## src/rtl/alu_pkg.sv

```systemverilog
package alu_pkg;

    typedef enum logic [1:0] {
        FS_AND  = 2'b00,
        FS_OR   = 2'b01,
        FS_ADD  = 2'b10,
        FS_LESS = 2'b11
    } fsel_e;

    typedef struct packed {
        logic  inv_a;
        logic  inv_b;
        fsel_e sel;
    } alu_ctrl_t;

    localparam logic [1:0] OPC_MEM    = 2'b00;
    localparam logic [1:0] OPC_BRANCH = 2'b01;
    localparam logic [1:0] OPC_FUNC   = 2'b10;

    localparam logic [5:0] FN_ADD = 6'b100000;
    localparam logic [5:0] FN_SUB = 6'b100010;
    localparam logic [5:0] FN_AND = 6'b100100;
    localparam logic [5:0] FN_OR  = 6'b100101;
    localparam logic [5:0] FN_NOR = 6'b100111;
    localparam logic [5:0] FN_SLT = 6'b101010;

    localparam alu_ctrl_t CW_ADD = '{inv_a: 1'b0, inv_b: 1'b0, sel: FS_ADD};
    localparam alu_ctrl_t CW_SUB = '{inv_a: 1'b0, inv_b: 1'b1, sel: FS_ADD};
    localparam alu_ctrl_t CW_AND = '{inv_a: 1'b0, inv_b: 1'b0, sel: FS_AND};
    localparam alu_ctrl_t CW_OR  = '{inv_a: 1'b0, inv_b: 1'b0, sel: FS_OR};
    localparam alu_ctrl_t CW_SLT = '{inv_a: 1'b0, inv_b: 1'b1, sel: FS_LESS};
    localparam alu_ctrl_t CW_NOR = '{inv_a: 1'b1, inv_b: 1'b1, sel: FS_AND};

endpackage

```

## src/rtl/alu_op_decoder.sv

```systemverilog
module alu_op_decoder
    import alu_pkg::*;
(
    input  logic [1:0] alu_op,
    input  logic [5:0] funct,
    output alu_ctrl_t  ctrl
);

    alu_ctrl_t func_ctrl;

    // Function-field decode, consulted only for the register class
    always_comb begin
        case (funct)
            FN_ADD:  func_ctrl = CW_ADD;
            FN_SUB:  func_ctrl = CW_SUB;
            FN_AND:  func_ctrl = CW_AND;
            FN_OR:   func_ctrl = CW_OR;
            FN_SLT:  func_ctrl = CW_SLT;
            FN_NOR:  func_ctrl = CW_NOR;
            default: func_ctrl = CW_ADD;
        endcase
    end

    always_comb begin
        unique case (alu_op)
            OPC_MEM:    ctrl = CW_ADD;
            OPC_BRANCH: ctrl = CW_SUB;
            OPC_FUNC:   ctrl = func_ctrl;
            default:    ctrl = CW_ADD;
        endcase
    end

    // Invert-A only appears for NOR
    always_comb begin
        if (ctrl.inv_a) begin
            AST_INV_A_ONLY_NOR: assert (alu_op == OPC_FUNC && funct == FN_NOR)
                else $error("invert-A outside NOR");
        end
    end

endmodule

```

## src/rtl/alu_zero_detect.sv

```systemverilog
module alu_zero_detect #(
    parameter int WIDTH = 32
) (
    input  logic [WIDTH-1:0] value,
    output logic             is_zero
);

    logic [WIDTH:0] seen;

    assign seen[0] = 1'b0;

    generate
        for (genvar i = 0; i < WIDTH; i++) begin : g_or
            assign seen[i+1] = seen[i] | value[i];
        end
    endgenerate

    assign is_zero = ~seen[WIDTH];

endmodule

```

## src/rtl/alu_core.sv

```systemverilog
module alu_core
    import alu_pkg::*;
#(
    parameter int WIDTH = 32
) (
    input  alu_ctrl_t        ctrl,
    input  logic [WIDTH-1:0] a,
    input  logic [WIDTH-1:0] b,
    output logic [WIDTH-1:0] y
);

    localparam int MSB = WIDTH - 1;

    logic [WIDTH-1:0] a_m;
    logic [WIDTH-1:0] b_m;
    logic [WIDTH-1:0] sum;
    logic [WIDTH:0]   carry;
    logic             ovf;
    logic             less;

    assign carry[0] = ctrl.inv_b;

    generate
        for (genvar i = 0; i < WIDTH; i++) begin : g_bit
            assign a_m[i]     = a[i] ^ ctrl.inv_a;
            assign b_m[i]     = b[i] ^ ctrl.inv_b;
            assign sum[i]     = a_m[i] ^ b_m[i] ^ carry[i];
            assign carry[i+1] = (a_m[i] & b_m[i]) | (carry[i] & (a_m[i] ^ b_m[i]));
        end
    endgenerate

    // Sign of the difference, corrected when it overflows
    assign ovf  = carry[WIDTH] ^ carry[MSB];
    assign less = sum[MSB] ^ ovf;

    always_comb begin
        unique case (ctrl.sel)
            FS_AND:  y = a_m & b_m;
            FS_OR:   y = a_m | b_m;
            FS_ADD:  y = sum;
            FS_LESS: y = {{(WIDTH-1){1'b0}}, less};
            default: y = sum;
        endcase
    end

endmodule

```

## src/rtl/alu_unit.sv

```systemverilog
module alu_unit
    import alu_pkg::*;
#(
    parameter int WIDTH = 32
) (
    input  logic [1:0]       alu_op,
    input  logic [5:0]       funct,
    input  logic [WIDTH-1:0] opnd_a,
    input  logic [WIDTH-1:0] opnd_b,
    output logic [3:0]       ctrl_code,
    output logic [WIDTH-1:0] result,
    output logic             zero
);

    alu_ctrl_t ctrl;

    alu_op_decoder u_dec (
        .alu_op (alu_op),
        .funct  (funct),
        .ctrl   (ctrl)
    );

    alu_core #(.WIDTH(WIDTH)) u_core (
        .ctrl (ctrl),
        .a    (opnd_a),
        .b    (opnd_b),
        .y    (result)
    );

    alu_zero_detect #(.WIDTH(WIDTH)) u_zero (
        .value   (result),
        .is_zero (zero)
    );

    assign ctrl_code = ctrl;

    always_comb begin
        if (alu_op == OPC_MEM) begin
            AST_MEM_CLASS_ADD: assert (ctrl_code == 4'b0010) else $error("class 00 not add");
        end
        if (alu_op == OPC_BRANCH) begin
            AST_BRANCH_CLASS_SUB: assert (ctrl_code == 4'b0110) else $error("class 01 not sub");
        end
        if (ctrl_code == 4'b0111) begin
            AST_SLT_UPPER_CLEAR: assert (result[WIDTH-1:1] == '0) else $error("slt upper bits");
        end
        if (ctrl_code == 4'b0110 && opnd_a == opnd_b) begin
            AST_EQUAL_SUB_ZERO: assert (zero) else $error("equal operands not zero");
        end
        if (ctrl_code == 4'b0000) begin
            AST_AND_SUBSET: assert ((result & ~opnd_a) == '0) else $error("and exceeds A");
        end
    end

endmodule

```

## config.mk

```make
export PLATFORM = sky130hd
export DESIGN_NAME = alu_unit
export DESIGN_NICKNAME = d
export VERILOG_FILES = /design/src/rtl/alu_pkg.sv /design/src/rtl/alu_op_decoder.sv /design/src/rtl/alu_zero_detect.sv /design/src/rtl/alu_core.sv /design/src/rtl/alu_unit.sv
export SDC_FILE = /design/constraint.sdc
export NUM_CORES = 1
export LEC_CHECK = 0
export BUFFER_PORTS_ARGS = -buffer_cell sky130_fd_sc_hd__buf_2
export CAP_MARGIN = 20
export CORE_UTILIZATION = 49
export DETAILED_ROUTE_END_ITERATION = 12
export PLACE_DENSITY = 0.82
export SLEW_MARGIN = 20
export SYNTH_ARGS = -nofsm -noshare
export SYNTH_HDL_FRONTEND = slang
export SYNTH_SLANG_ARGS = --single-unit
```

## constraint.sdc

```tcl
create_clock -name vclk -period 15.3
set_clock_uncertainty 0.05 [all_clocks]
set_input_delay 0.765 -clock vclk [all_inputs]
set_output_delay 0.765 -clock vclk [all_outputs]
set_load 0.02 [all_outputs]
```

# Word level (Yosys, flattened, before mapping)

Cells that the tools add are included.

Register bits after elaboration: 0
Logic and storage cells: 274

Muxes and demuxes: 3
Reductions and logical operators: 1
Equal/unequal tests: 10
Bitwise gates (word level): 260

Operators with widths:

| operator                                      | number |
|---|---|
| bitwise XOR 1 bit                             | 130 |
| one-hot mux 32 bit (4 select lines)           | 1 |
| bitwise AND 1 bit                             | 64 |
| bitwise OR 1 bit                              | 63 |
| bitwise AND 32 bit                            | 1 |
| bitwise OR 32 bit                             | 1 |
| == test 6 bit, second input constant          | 5 |
| one-hot mux 4 bit (5 select lines)            | 1 |
| one-hot mux 4 bit (2 select lines)            | 1 |
| == test 2 bit, second input constant          | 3 |
| == test 2 x 1 -> 1 bit, second input constant | 2 |
| logical NOT 2 bit                             | 1 |
| inverter 1 bit                                | 1 |

# Longest topological paths before layout

Depth after elaboration: 104
Mapped depth: 48
Gate-level depth less buffers: 46

# Modules after synthesis

Synthesis repeated with hierarchy kept, for this count alone.

Cells, all modules: 393
Area total of the unflattened synthesis: 3372.0 um^2

Modules (own cells, without submodules):

| module          | cells an instance | area each (um^2) | sequential area each (um^2) | instances |
|---|---|---|---|---|
| alu_core        | 365               | 3174.3           | 0.0                         | 1 |
| alu_op_decoder  | 17                | 125.1            | 0.0                         | 1 |
| alu_zero_detect | 11                | 72.6             | 0.0                         | 1 |

# Least setup slack after synthesis

No wires, ideal clock.

Kind: input to output
Start: in alu_op[0]
End: out zero
Stages on the path: 47
Arrival time: 16542 ps
Setup slack: -2057 ps
Cell sequence: inv_1 ha_1 nand4bb_1 inv_1 a32o_1 clkbuf_1 buf_2 xor2_1 fa_1 fa_1 inv_1 fa_1 fa_1 fa_1 fa_1 fa_1 fa_1 fa_1 [11 not listed] fa_1 fa_1 fa_1 inv_1 fa_1 fa_1 inv_1 fa_1 fa_1 fa_1 fa_1 fa_1 fa_1 and2_0 o32ai_1 nor4_1 and4_1 and4b_1

RTL lines:

| what                                                    | RTL line                       | RTL |
|---|---|---|
| start, declared                                         | alu_unit.sv:6                  | `input logic [1:0] alu_op,` |
| == test 2 bit or == test 2 x 1 -> 1 bit (tied branches) | alu_op_decoder.sv:25           | `unique case (alu_op)` |
| one-hot mux 4 bit (2 select lines) (*)                  | alu_op_decoder.sv:25           |  |
| bitwise XOR 1 bit (on tied branches)                    | alu_core.sv:25, alu_core.sv:26 |  |
| bitwise XOR 1 bit                                       | alu_core.sv:28                 | `assign carry[i+1] = (a_m[i] & b_m[i]) \| (carry[i] & (a_m[i] ^ b_m[i]));` |
| bitwise AND 1 bit                                       | alu_core.sv:28                 |  |
| bitwise OR 1 bit                                        | alu_core.sv:28                 |  |
| bitwise AND 1 bit                                       | alu_core.sv:28                 |  |
| bitwise OR 1 bit                                        | alu_core.sv:28                 |  |
| [55 not listed]                                         | n/a                            |  |
| bitwise OR 1 bit                                        | alu_core.sv:28                 |  |
| bitwise AND 1 bit                                       | alu_core.sv:28                 |  |
| bitwise OR 1 bit                                        | alu_core.sv:28                 |  |
| bitwise XOR 1 bit                                       | alu_core.sv:27                 | `assign sum[i] = a_m[i] ^ b_m[i] ^ carry[i];` |
| one-hot mux 32 bit (4 select lines) (*)                 | alu_core.sv:37                 | `unique case (ctrl.sel)` |
| via result[31]                                          | alu_unit.sv:11                 | `output logic [WIDTH-1:0] result,` |
| bitwise OR 1 bit (*)                                    | alu_zero_detect.sv:14          | `assign seen[i+1] = seen[i] \| value[i];` |
| inverter 1 bit (*)                                      | alu_zero_detect.sv:18          | `assign is_zero = ~seen[WIDTH];` |
| end, declared                                           | alu_unit.sv:12                 | `output logic zero` |

The timed path passes the listed nets; every way through them passes the cells marked *.

# Worst setup path in the final report

Start: in alu_op[0]
End: out zero

Cells in the longest elaborated chain, start to end: 103

Ends and longest elaborated chain:

| what                                                    | RTL line                       | RTL |
|---|---|---|
| == test 2 bit or == test 2 x 1 -> 1 bit (tied branches) | alu_op_decoder.sv:25           |  |
| one-hot mux 4 bit (2 select lines) (*)                  | alu_op_decoder.sv:25           |  |
| bitwise XOR 1 bit (on tied branches)                    | alu_core.sv:25, alu_core.sv:26 |  |
| bitwise XOR 1 bit                                       | alu_core.sv:27, alu_core.sv:28 |  |
| bitwise AND 1 bit                                       | alu_core.sv:28                 |  |
| bitwise OR 1 bit                                        | alu_core.sv:28                 |  |
| bitwise AND 1 bit                                       | alu_core.sv:28                 |  |
| bitwise OR 1 bit                                        | alu_core.sv:28                 |  |
| [58 not listed]                                         | n/a                            |  |
| bitwise AND 1 bit                                       | alu_core.sv:28                 |  |
| bitwise OR 1 bit                                        | alu_core.sv:28                 |  |
| bitwise XOR 1 bit                                       | alu_core.sv:33                 | `assign ovf = carry[WIDTH] ^ carry[MSB];` |
| bitwise XOR 1 bit                                       | alu_core.sv:34                 | `assign less = sum[MSB] ^ ovf;` |
| one-hot mux 32 bit (4 select lines) (*)                 | alu_core.sv:37                 |  |
| bitwise OR 1 bit (30 in series)                         | alu_zero_detect.sv:14          |  |
| bitwise OR 1 bit (*)                                    | alu_zero_detect.sv:14          |  |
| inverter 1 bit (*)                                      | alu_zero_detect.sv:18          |  |

Mark *: on every way between the ends. The rest lies on a longest branch, timed or not.

==> reports/metrics.json <==
{
  "routing": {
    "route.final.wire_length_um": 8000,
    "dr.first_iter.drc_count": 104,
    "vias": 2914,
    "antenna_violating_nets_post_route": 0,
    "via_per_inst": 5.18,
    "drcViolationCount": 0,
    "avgRoutedWirePerCell_um": 14.2,
    "drt-pass1-iter-count": 4
  },
  "synth": {
    "syn-cell-area_mm2": 0.00324,
    "synth_area_per_cell_um2": 8.51,
    "synth.largest_area_cell": "sky130_fd_sc_hd__ha_1",
    "yosysWarningCount": 0,
    "synth.area.top_cells": "sky130_fd_sc_hd__ha_1, sky130_fd_sc_hd__fa_1, sky130_fd_sc_hd__xor2_1",
    "netlist_instances": 381,
    "ys_seq_area_frac": 0,
    "count_of_unique_library_cells_instantiated_by_yosys": 36,
    "synth_largest_type_area_fraction": 0.255,
    "syn_nets": 551
  },
  "floorplanning": {
    "row_count": 29,
    "core_region_area_mm2": 0.00639,
    "ioPinCount": 109,
    "height_of_the_die_um": 83.4,
    "effective_utilization_at_floorplan": 0.508,
    "die_area_mm2": 0.00695,
    "dieWidth_um": 83.4
  },
  "hold_path": {
    "hold_class": "input port to output port",
    "holdPathStages": 6,
    "hold_start": "opnd_b[17]"
  },
  "setup_path": {
    "startpoint": "alu_op[0]",
    "critical_path_arrival_ns": 14.05,
    "cpMostUsedCell": "sky130_fd_sc_hd__fa_2",
    "critical_path_depth": 47,
    "cp_slowest_cell": "sky130_fd_sc_hd__fa_1",
    "worst-path-buf-inv": 7,
    "launching_element_type_of_the_critical_path": "input port",
    "crit_type": "input port to output port",
    "crit_family": "adder cells",
    "worst-endpoint-required_ns": 14.49,
    "worst_path_largest_cell_delay_ns": 0.49,
    "crit_fanout": 5,
    "setup.worst_path.end_class": "output port"
  },
  "power_and_ir_drop": {
    "pwr_density_cell_mw_per_mm2": 52.9,
    "report.power.total_mw": 0.212,
    "leakagePower_nw": 2.27,
    "irDropWorstVdd_uv": 29.1
  },
  "final_layout": {
    "final.clkbuf_count": 0,
    "synthesis_to_finish_area_growth_pct": 23.8,
    "n_sequential_cell": 0,
    "ff_latch_area_um2": 0,
    "nNetsFinal": 658,
    "antennaDiodeCount": 0,
    "layout-drive-gt1-share": 0.335
  },
  "sta": {
    "report.final.setup_viol": 0,
    "timing.max_slew.rel_slack": 0.626,
    "post-route-period-util": 0.972,
    "worst_slew_pin_slew_ns": 0.560,
    "final_max_slew_viol_count": 0,
    "fin_setup_tns_ns": 0,
    "setup_repair_after_global_routing_missed_its_margin": "false",
    "max_freq_mhz": 67.3,
    "period_minus_slack_ns": 14.87,
    "finalHoldViolCount": 0
  },
  "place": {
    "numPortBuffers": 109,
    "hpwl_um": 6570,
    "routabilityCongestion": 0.915
  },
  "grt": {
    "antenna_violations_before_repair": 0,
    "grt_max_degree": 38,
    "grt_first_pass_wirelength_um": 13200,
    "grt_usage": 0.228,
    "grt-ovfl-total": 0,
    "vias_in_the_first_global_route": 2954
  },
  "run_status": {
    "status": "finished clean"
  },
  "job": {
    "timing.max_cap.violations": 0
  }
}
-- metal layers --
layer / global-route usage / share of wire
met4: 0.0470 / 0.024
met5: 0 / 0
met3: 0.00795 / 0.041
met1: 0.277 / 0.39
met2: 0.443 / 0.54
-- cell type report --
class                           count  area [um^2]
Multi-Input combinational cell    281         2950
Fill cell                         566         2370
Timing Repair Buffer              124          661
Inverter                           81          307
Tap cell                           77         96.3
-- timing repair --
action / 4_1_cts / 5_1_grt
pin swaps: 11 / 17
hold buffers: 0 / 0
endpoints found under the setup margin: 1 / 1
setup buffers: 2 / 0
gates resized for setup: 4 / 2
-- cell usage in the layout, fill, tap and decap left out, types with 2 or more instances in the layout --
cell and n:
sky130_fd_sc_hd__and2_1 8, sky130_fd_sc_hd__inv_1 79, sky130_fd_sc_hd__fa_2 27, sky130_fd_sc_hd__nand2_1 5, sky130_fd_sc_hd__o221ai_1 2, sky130_fd_sc_hd__buf_4 16
sky130_fd_sc_hd__ha_1 66, sky130_fd_sc_hd__o22ai_1 14, sky130_fd_sc_hd__o22a_1 2, sky130_fd_sc_hd__fa_1 5, sky130_fd_sc_hd__xnor2_1 3, sky130_fd_sc_hd__mux2i_1 10
sky130_fd_sc_hd__xor2_1 60, sky130_fd_sc_hd__nand4bb_1 3, sky130_fd_sc_hd__and2_0 6, sky130_fd_sc_hd__nor2_1 22, sky130_fd_sc_hd__o32ai_1 14, sky130_fd_sc_hd__nor4_1 6
sky130_fd_sc_hd__a21oi_1 7, sky130_fd_sc_hd__buf_2 108
-- cell usage after synthesis, drive strengths merged (3+ instances only) --
master and count:
o32ai 15, ha 66, and2 15, clkbuf 4
buf 15, nor4 6, fa 32, inv 81
xnor2 3, nor2 24, nand4bb 3, o22ai 14
nand2 5, a21oi 9, mux2i 10, xor2 62
-- stage by stage --
step / instances / cell area [um^2] / setup WS (ns) / hold slack (ns) / util
after detailed placement: 561 / 3980 / -0.265 / 2.11 / 0.624
after CTS: 563 / 4010 / 0.0244 / 2.11 / 0.627
after global placement: 561 / 3980 / -0.161 / 2.11 / 0.624
after floorplan: 381 / 3390 / 0.0442 / 1.90 / -
after global routing: 563 / 4020 / 0.00958 / 2.17 / 0.629
final: 563 / 4020 / 0.430 / 2.12 / 0.629
-- path summary, 6_finish.rpt --
path                      to  slack [ns]
hold / removal    result[17]        2.12
setup / recovery        zero        0.43
-- power breakdown --
group          switching [mW]  internal [mW]
registers                   0              0
clock network               0              0
logic                   0.128         0.0846
-- kinds of logic (layout without fill, tap and decap cells) --
group | after synthesis | after routing | share of synthesized area
buffers and inverters | 100 | 205 | 0.132
adder cells (fa/ha/maj) | 98 | 98 | 0.452
XOR/XNOR | 65 | 65 | 0.176
AND/OR/NAND/NOR | 62 | 62 | 0.106
AO/OA/AOI/OAI | 46 | 46 | 0.103
multiplexers | 10 | 10 | 0.0309
No activity file was read; power rests on OpenSTA's default activity.
